`config.mk`:
```
export PLATFORM = sky130hd
export DESIGN_NAME = sio_irq_ctrl
export DESIGN_NICKNAME = d
export VERILOG_FILES = /design/src/rtl/sio_irq_pkg.sv /design/src/rtl/sio_rx_req.sv /design/src/rtl/sio_tx_evt.sv /design/src/rtl/sio_vec_flag.sv /design/src/rtl/sio_irq_ctrl.sv
export SDC_FILE = /design/constraint.sdc
export NUM_CORES = 1
export LEC_CHECK = 0
export BUFFER_PORTS_ARGS = -buffer_cell sky130_fd_sc_hd__buf_2
export CAP_MARGIN = 20
export CORE_MARGIN = 4
export CORE_UTILIZATION = 38
export DETAILED_ROUTE_END_ITERATION = 6
export GPL_ROUTABILITY_DRIVEN = 1
export PLACE_DENSITY_LB_ADDON = 0.12
export SKIP_LAST_GASP = 1
export SYNTH_ARGS = -nofsm -noshare
export SYNTH_HDL_FRONTEND = slang
export SYNTH_HIERARCHICAL = 1
export SYNTH_SLANG_ARGS = --single-unit
export TNS_END_PERCENT = 5
```
`constraint.sdc`:
```
create_clock -name clk -period 1.5 [get_ports clk]
set_input_delay 0.3 -clock clk [delete_from_list [all_inputs] [get_ports clk]]
set_output_delay 0.3 -clock clk [all_outputs]
set_load 0.1 [all_outputs]
```
`src/rtl/sio_irq_pkg.sv`:
```
package sio_irq_pkg;
    localparam int MODE_W = 3;
    localparam logic [MODE_W-1:0] MODE_I2C = 3'b010;
    localparam logic [MODE_W-1:0] MODE_SIM = 3'b101;

    function automatic logic is_i2c(input logic [MODE_W-1:0] m);
        return m == MODE_I2C;
    endfunction

    function automatic logic is_sim(input logic [MODE_W-1:0] m);
        return m == MODE_SIM;
    endfunction
endpackage

```
`src/rtl/sio_rx_req.sv`:
```
module sio_rx_req
    import sio_irq_pkg::*;
(
    input  logic              clk,
    input  logic              rst_n,
    input  logic              full_edge,
    input  logic              ovr,
    input  logic [MODE_W-1:0] mode,
    input  logic              clr,
    output logic              irq
);
    typedef struct packed {
        logic flag;
    } rx_st_t;

    rx_st_t st_d, st_q;
    logic   set_ev;

    always_comb begin
        set_ev = full_edge | (ovr & is_i2c(mode));
        st_d   = st_q;
        if (set_ev)
            st_d.flag = 1'b1;
        else if (clr)
            st_d.flag = 1'b0;
    end

    always_ff @(posedge clk or negedge rst_n) begin
        if (!rst_n) st_q <= '0;
        else        st_q <= st_d;
    end

    assign irq = st_q.flag;
endmodule

```
`src/rtl/sio_tx_evt.sv`:
```
module sio_tx_evt
    import sio_irq_pkg::*;
(
    input  logic [MODE_W-1:0] mode,
    input  logic              tx_en,
    input  logic              txc_sel,
    input  logic              err_out,
    input  logic              tx_buf_wr,
    input  logic              tx_empty,
    input  logic              tx_cmplt,
    output logic              tx_ev
);
    logic norm_ev;
    logic sim_ev;

    always_comb begin
        norm_ev = tx_en & (txc_sel ? tx_cmplt : tx_empty);
        sim_ev  = is_sim(mode) & txc_sel & err_out & tx_en & tx_buf_wr;
        tx_ev   = norm_ev | sim_ev;
    end
endmodule

```
`src/rtl/sio_vec_flag.sv`:
```
module sio_vec_flag (
    input  logic clk,
    input  logic rst_n,
    input  logic sel,
    input  logic ser_ev,
    input  logic alt_ev,
    input  logic clr,
    output logic irq
);
    typedef struct packed {
        logic flag;
    } vf_st_t;

    vf_st_t st_d, st_q;
    logic   set_ev;

    always_comb begin
        set_ev = sel ? alt_ev : ser_ev;
        st_d   = st_q;
        if (set_ev)
            st_d.flag = 1'b1;
        else if (clr)
            st_d.flag = 1'b0;
    end

    always_ff @(posedge clk or negedge rst_n) begin
        if (!rst_n) st_q <= '0;
        else        st_q <= st_d;
    end

    assign irq = st_q.flag;
endmodule

```
`src/rtl/sio_irq_ctrl.sv`:
```
module sio_irq_ctrl
    import sio_irq_pkg::*;
#(
    parameter int NVEC = 4
) (
    input  logic              clk,
    input  logic              rst_n,
    input  logic              mode_we,
    input  logic [MODE_W-1:0] mode_wdata,
    input  logic              sel_we,
    input  logic [NVEC-1:0]   sel_wdata,
    input  logic              rx_full,
    input  logic              rx_ovr,
    input  logic              tx_en,
    input  logic              txc_sel,
    input  logic              err_out,
    input  logic              tx_buf_wr,
    input  logic              tx_empty,
    input  logic              tx_cmplt,
    input  logic              cond_ev,
    input  logic [NVEC-2:0]   peer_tx_ev,
    input  logic [NVEC-2:0]   periph_ev,
    input  logic              clr_rx,
    input  logic [NVEC-1:0]   clr_vec,
    output logic              rx_irq,
    output logic [NVEC-1:0]   vec_irq,
    output logic [MODE_W-1:0] mode_rd,
    output logic [NVEC-1:0]   sel_rd
);
    localparam int NPEER = NVEC - 1;

    typedef struct packed {
        logic [MODE_W-1:0] mode;
        logic [NVEC-1:0]   sel;
        logic              rx_full_q;
    } top_st_t;

    top_st_t st_d, st_q;
    logic    full_edge;
    logic    own_tx_ev;
    logic [NVEC-1:0] ser_src;
    logic [NVEC-1:0] alt_src;

    always_comb begin
        st_d           = st_q;
        st_d.rx_full_q = rx_full;
        if (mode_we) st_d.mode = mode_wdata;
        if (sel_we)  st_d.sel  = sel_wdata;
    end

    always_ff @(posedge clk or negedge rst_n) begin
        if (!rst_n) st_q <= '0;
        else        st_q <= st_d;
    end

    assign full_edge = rx_full & ~st_q.rx_full_q;

    sio_rx_req u_rx (
        .clk       (clk),
        .rst_n     (rst_n),
        .full_edge (full_edge),
        .ovr       (rx_ovr),
        .mode      (st_q.mode),
        .clr       (clr_rx),
        .irq       (rx_irq)
    );

    sio_tx_evt u_tx (
        .mode      (st_q.mode),
        .tx_en     (tx_en),
        .txc_sel   (txc_sel),
        .err_out   (err_out),
        .tx_buf_wr (tx_buf_wr),
        .tx_empty  (tx_empty),
        .tx_cmplt  (tx_cmplt),
        .tx_ev     (own_tx_ev)
    );

    assign ser_src[0] = own_tx_ev;
    assign alt_src[0] = cond_ev;

    generate
        for (genvar p = 0; p < NPEER; p++) begin : g_peer
            assign ser_src[p+1] = peer_tx_ev[p];
            assign alt_src[p+1] = periph_ev[p];
        end
        for (genvar v = 0; v < NVEC; v++) begin : g_vec
            sio_vec_flag u_flag (
                .clk    (clk),
                .rst_n  (rst_n),
                .sel    (st_q.sel[v]),
                .ser_ev (ser_src[v]),
                .alt_ev (alt_src[v]),
                .clr    (clr_vec[v]),
                .irq    (vec_irq[v])
            );
        end
    endgenerate

    assign mode_rd = st_q.mode;
    assign sel_rd  = st_q.sel;
endmodule

```
## Word-level counts from Yosys, hierarchy flattened

Cells that the tools add are included.

- Flip-flop bits (word level): 13
- Input bits: 31
- Word-level logic and storage cells: 40

- Eq/ne operators: 2
- Muxes and demuxes: 15
- Bitwise gates (word level): 10
- Reduce and logical (&&, ||, !) cells: 5

Operator list:

| cell | number |
|---|---|
| 1-bit two-way mux | 15 |
| 2-bit nonzero test | 5 |
| 1-bit AND | 7 |
| 3-bit by 2-bit == test with 1-bit output (second input constant) | 1 |
| 3-bit == test (second input constant) | 1 |
| 1-bit bitwise OR | 2 |
| 1-bit NOT | 1 |

## Logic depth before layout (Yosys ltp)

- Depth after elaboration: 8
- Gate-level depth with buffers: 5
- Depth with buffers taken out: 5

## By module

Netlist, hierarchy kept.

Modules (own cells, without submodules):

| module | instances | cells each | area each (um^2) | sequential area each (um^2) |
|---|---|---|---|---|
| sio_irq_ctrl | 1 | 23 | 337.8 | 200.2 |
| sio_vec_flag | 4 | 4 | 43.8 | 25.0 |
| sio_rx_req | 1 | 4 | 47.5 | 25.0 |
| sio_tx_evt | 1 | 4 | 25.0 | 0.0 |

## Worst setup path before layout

Ideal clock, no wire load.

- Path kind: register to register
- Start: register, netlist name u_rx/irq
- End: register u_rx.st_q, in the netlist u_rx/irq
- Setup time: 0.125 ns
- Data arrival time: 1.118 ns
- Required time: 1.375 ns
- Setup slack: 0.257 ns
- Stages on the path, launching flop included: 2
- Path buffers: 0
- Period minus slack after synthesis: 1.243 ns
- Cell sequence: dfrtp_1 > a211o_1

RTL lines:

| what | RTL line | source |
|---|---|---|
| end signal: assignment | sio_rx_req.sv:30 | `else st_q <= st_d;` |
| end: declaration | sio_rx_req.sv:16 | `rx_st_t st_d, st_q;` |

## Worst setup path after layout

- Start: register st_q (netlist bit sel_rd[1])
- End: output sel_rd[1]

RTL lines:

| what | RTL line | source |
|---|---|---|
| start: declaration | sio_irq_ctrl.sv:38 | `top_st_t st_d, st_q;` |
| start signal: assignment | sio_irq_ctrl.sv:53 | `else st_q <= st_d;` |
| end: declaration | sio_irq_ctrl.sv:28 | `output logic [NVEC-1:0] sel_rd` |

No word-level cell between the ends.

==> metrics.txt <==
Final Slew Violations=0; grt total ovfl=0; Resized cells post-CTS=0; Synth Area in XOR/XNOR=0%; Distinct cells, synth=12; DPL Wire Length=1.05 mm; cell family with most CP delay=buffers and inverters; CTS Root Cell=clkbuf_4; IO Port Bufs=42; top cells by area, synth=dfrtp_1 (56%), mux2_1 (13%), buf_4 (9.0%); Iter 0 DRT Violations=1; Final Critical Period=around 1400 ps; Worst path max stage delay=around 440 ps; Final Hold Viols=0; vias per inst=about 4.7; synth cell count leaders=dfrtp_1 (13), buf_4 (7), mux2_1 (7); VDD IR max=about 0.91 mV; Final WS setup=98.5 ps; Crit path buffers/inverters=1; first-pass GRT wire length=just under 2 mm; Final Net Count=roughly 120; post-synthesis compound-gate area fraction=under 10%; Final period util=slightly above 90%; largest net degree at the start of global routing=14; Num Clock Sinks=13; Post-CTS Setup Bufs=0; routability cong.=about 0.7; Worst Hold Class=in -> reg; CORE AREA=between 1000 and 1500 µm²; outcome=complete, no violations; async set-reset flop share out of synthesis=100%; Initial Utilization=42.4%; startpoint types=flop; crit path capture type=output pin; Max Cap Violations=0; Cell Area, Synth=a little under 600 µm²; Clock Skew=5.67 ps; count leader, synth=dfrtp_1; Antenna diodes=0; top_reg_cell synth=dfrtp_1; post-synthesis sequential area ratio=55.6%; largest area contributor in the netlist=dfrtp_1; die height=~47 µm; Remaining DRCs=0; GRT Resource Usage Total=about an eighth; P_leak=0.000443 µW; TritonCTS clock tree=done; TritonCTS Buffers=3; largest family of logic cells by synthesized area=multiplexers; Cell Rows=13; die area=2230 µm²; Least-Margin Pin Slew=493 ps; vias=roughly 480; DRT Pass-1 Iters=2; Worst-Skew Late Latency=between 200 and 300 ps; number of synthesized flops with an enable pin=0; Power Dens Cells=approximately 1300 nW/µm²; worst-path fanout max=3; total negative slack=0 ps; vias in the first global route=479; Simple-Gate Fraction of Synth Area=under 10%; layout cells sized above 1=between 50% and 60%; Antenna Nets Post-Route=0; Post-Syn Area per Cell=approximately 12 µm²; net count after synthesis=between 70 and 80; post-synthesis mux area share=slightly above 20%; Slew HR=between 60% and 70%; Final setup viols=0; Worst EP arrival=1100 ps; initial antenna violation count=0; CP max-delay cell=buf_2; adder-cell share of the synthesized area=0%; fillers=approximately 120; H-tree depth=1; hold_ws=between 100 and 150 ps; io pins=43; Placement Setup Slack=around 340 ps; Post-Syn Instances=47; Max Fclk=approximately 700 MHz; Die Span X=47.3 µm; unrepaired setup endpoints after global routing=no; Synth top area share=55.6%; Yosys reg bits=13; critical path, cell by cell=buf_2; Yosys Warn Count=6; CTS Buffer Depth=2; DR WL/cell=between 10 and 15 µm; required time worst endpoint=roughly 1200 ps; Worst-path clk slew=approximately 80 ps; Area Growth Syn to Fin=36.3%; critical path type=reg -> out; total wire length=~1.2 mm
==> final cells by class <==
| cell class | instances | area [µm²] | area share, % |
|---|---|---|---|
| well taps | 15 | 18.8 | 2.35 |
| flip-flops and latches | 13 | 325 | 40.8 |
| inverters | 5 | 18.8 | 2.35 |
| clock buffers | 4 | 26.3 | 3.29 |
| multi-input cells | 22 | 189 | 23.7 |
| repair buffers | 43 | 220 | 27.6 |
==> final timing paths <==
check	startpoint	endpoint	slack, ps	cells past startpoint
setup / recovery	sel_rd[1]	sel_rd[1]	100	1
hold / removal	rx_full	st_q[0]	150	1
setup reg to reg	mode_rd[2]	g_vec[0].u_flag/irq	350	5
hold reg to reg	u_rx/irq	u_rx/irq	510	1
max in group asynchronous	rst_n	mode_rd[0]	840	2
min in group asynchronous	rst_n	sel_rd[0]	430	2
==> sequential cells by signal, indices dropped and copies added (netlist names) <==
name / cells
g_vec.u_flag/irq: 4
mode_rd: 3
sel_rd: 4
st_q: 1
u_rx/irq: 1
==> routing by layer <==
metal  wire length (µm)  track usage [%]  vias up
met1                485             14.1      219
met5                  0                0        -
li1                   -                -      236
met2                652             22.2       20
met3                110             4.60        0
met4                  0             4.97        0
==> report_power, final <==
group / internal, µW / switching, µW
Sequential: 386 / 24.5
Combinational: 83.7 / 314
Clock: 103 / 107
Total: 573 / 446
==> what timing repair did <==
item,CTS,global route
endpoints found under the setup margin,0,0
hold endpoints to repair,13,0
hold buffers,1,0
==> layout by cell type (no fill, tap or decap), drive strengths merged <==
master,count
nor4bb,1
mux2,7
a211o,1
clkbuf,4
dlygate4sd3,1
dfrtp,13
a21oi,2
o21ai,5
mux2i,4
nor2b,1
and4b,1
inv,5
buf,42
==> metrics by stage <==
stage | power (µW) | util, % | cell area (µm²) | instances
global placement | 812 | 55.1 | 762 | 97
finish | 1020 | 57.7 | 798 | 102
floorplan | 750 | - | 586 | 47
CTS | 1040 | 57.7 | 798 | 102
detailed placement | 817 | 55.1 | 762 | 97
global route | 1070 | 57.7 | 798 | 102
==> cell families after synthesis <==
family | count (synthesis)
muxes | 11
and+or+nand+nor | 3
buffers and inverters | 12
AOI/OAI and AO/OA | 8
DFF | 13
No activity file was read; power rests on OpenSTA's default activity.
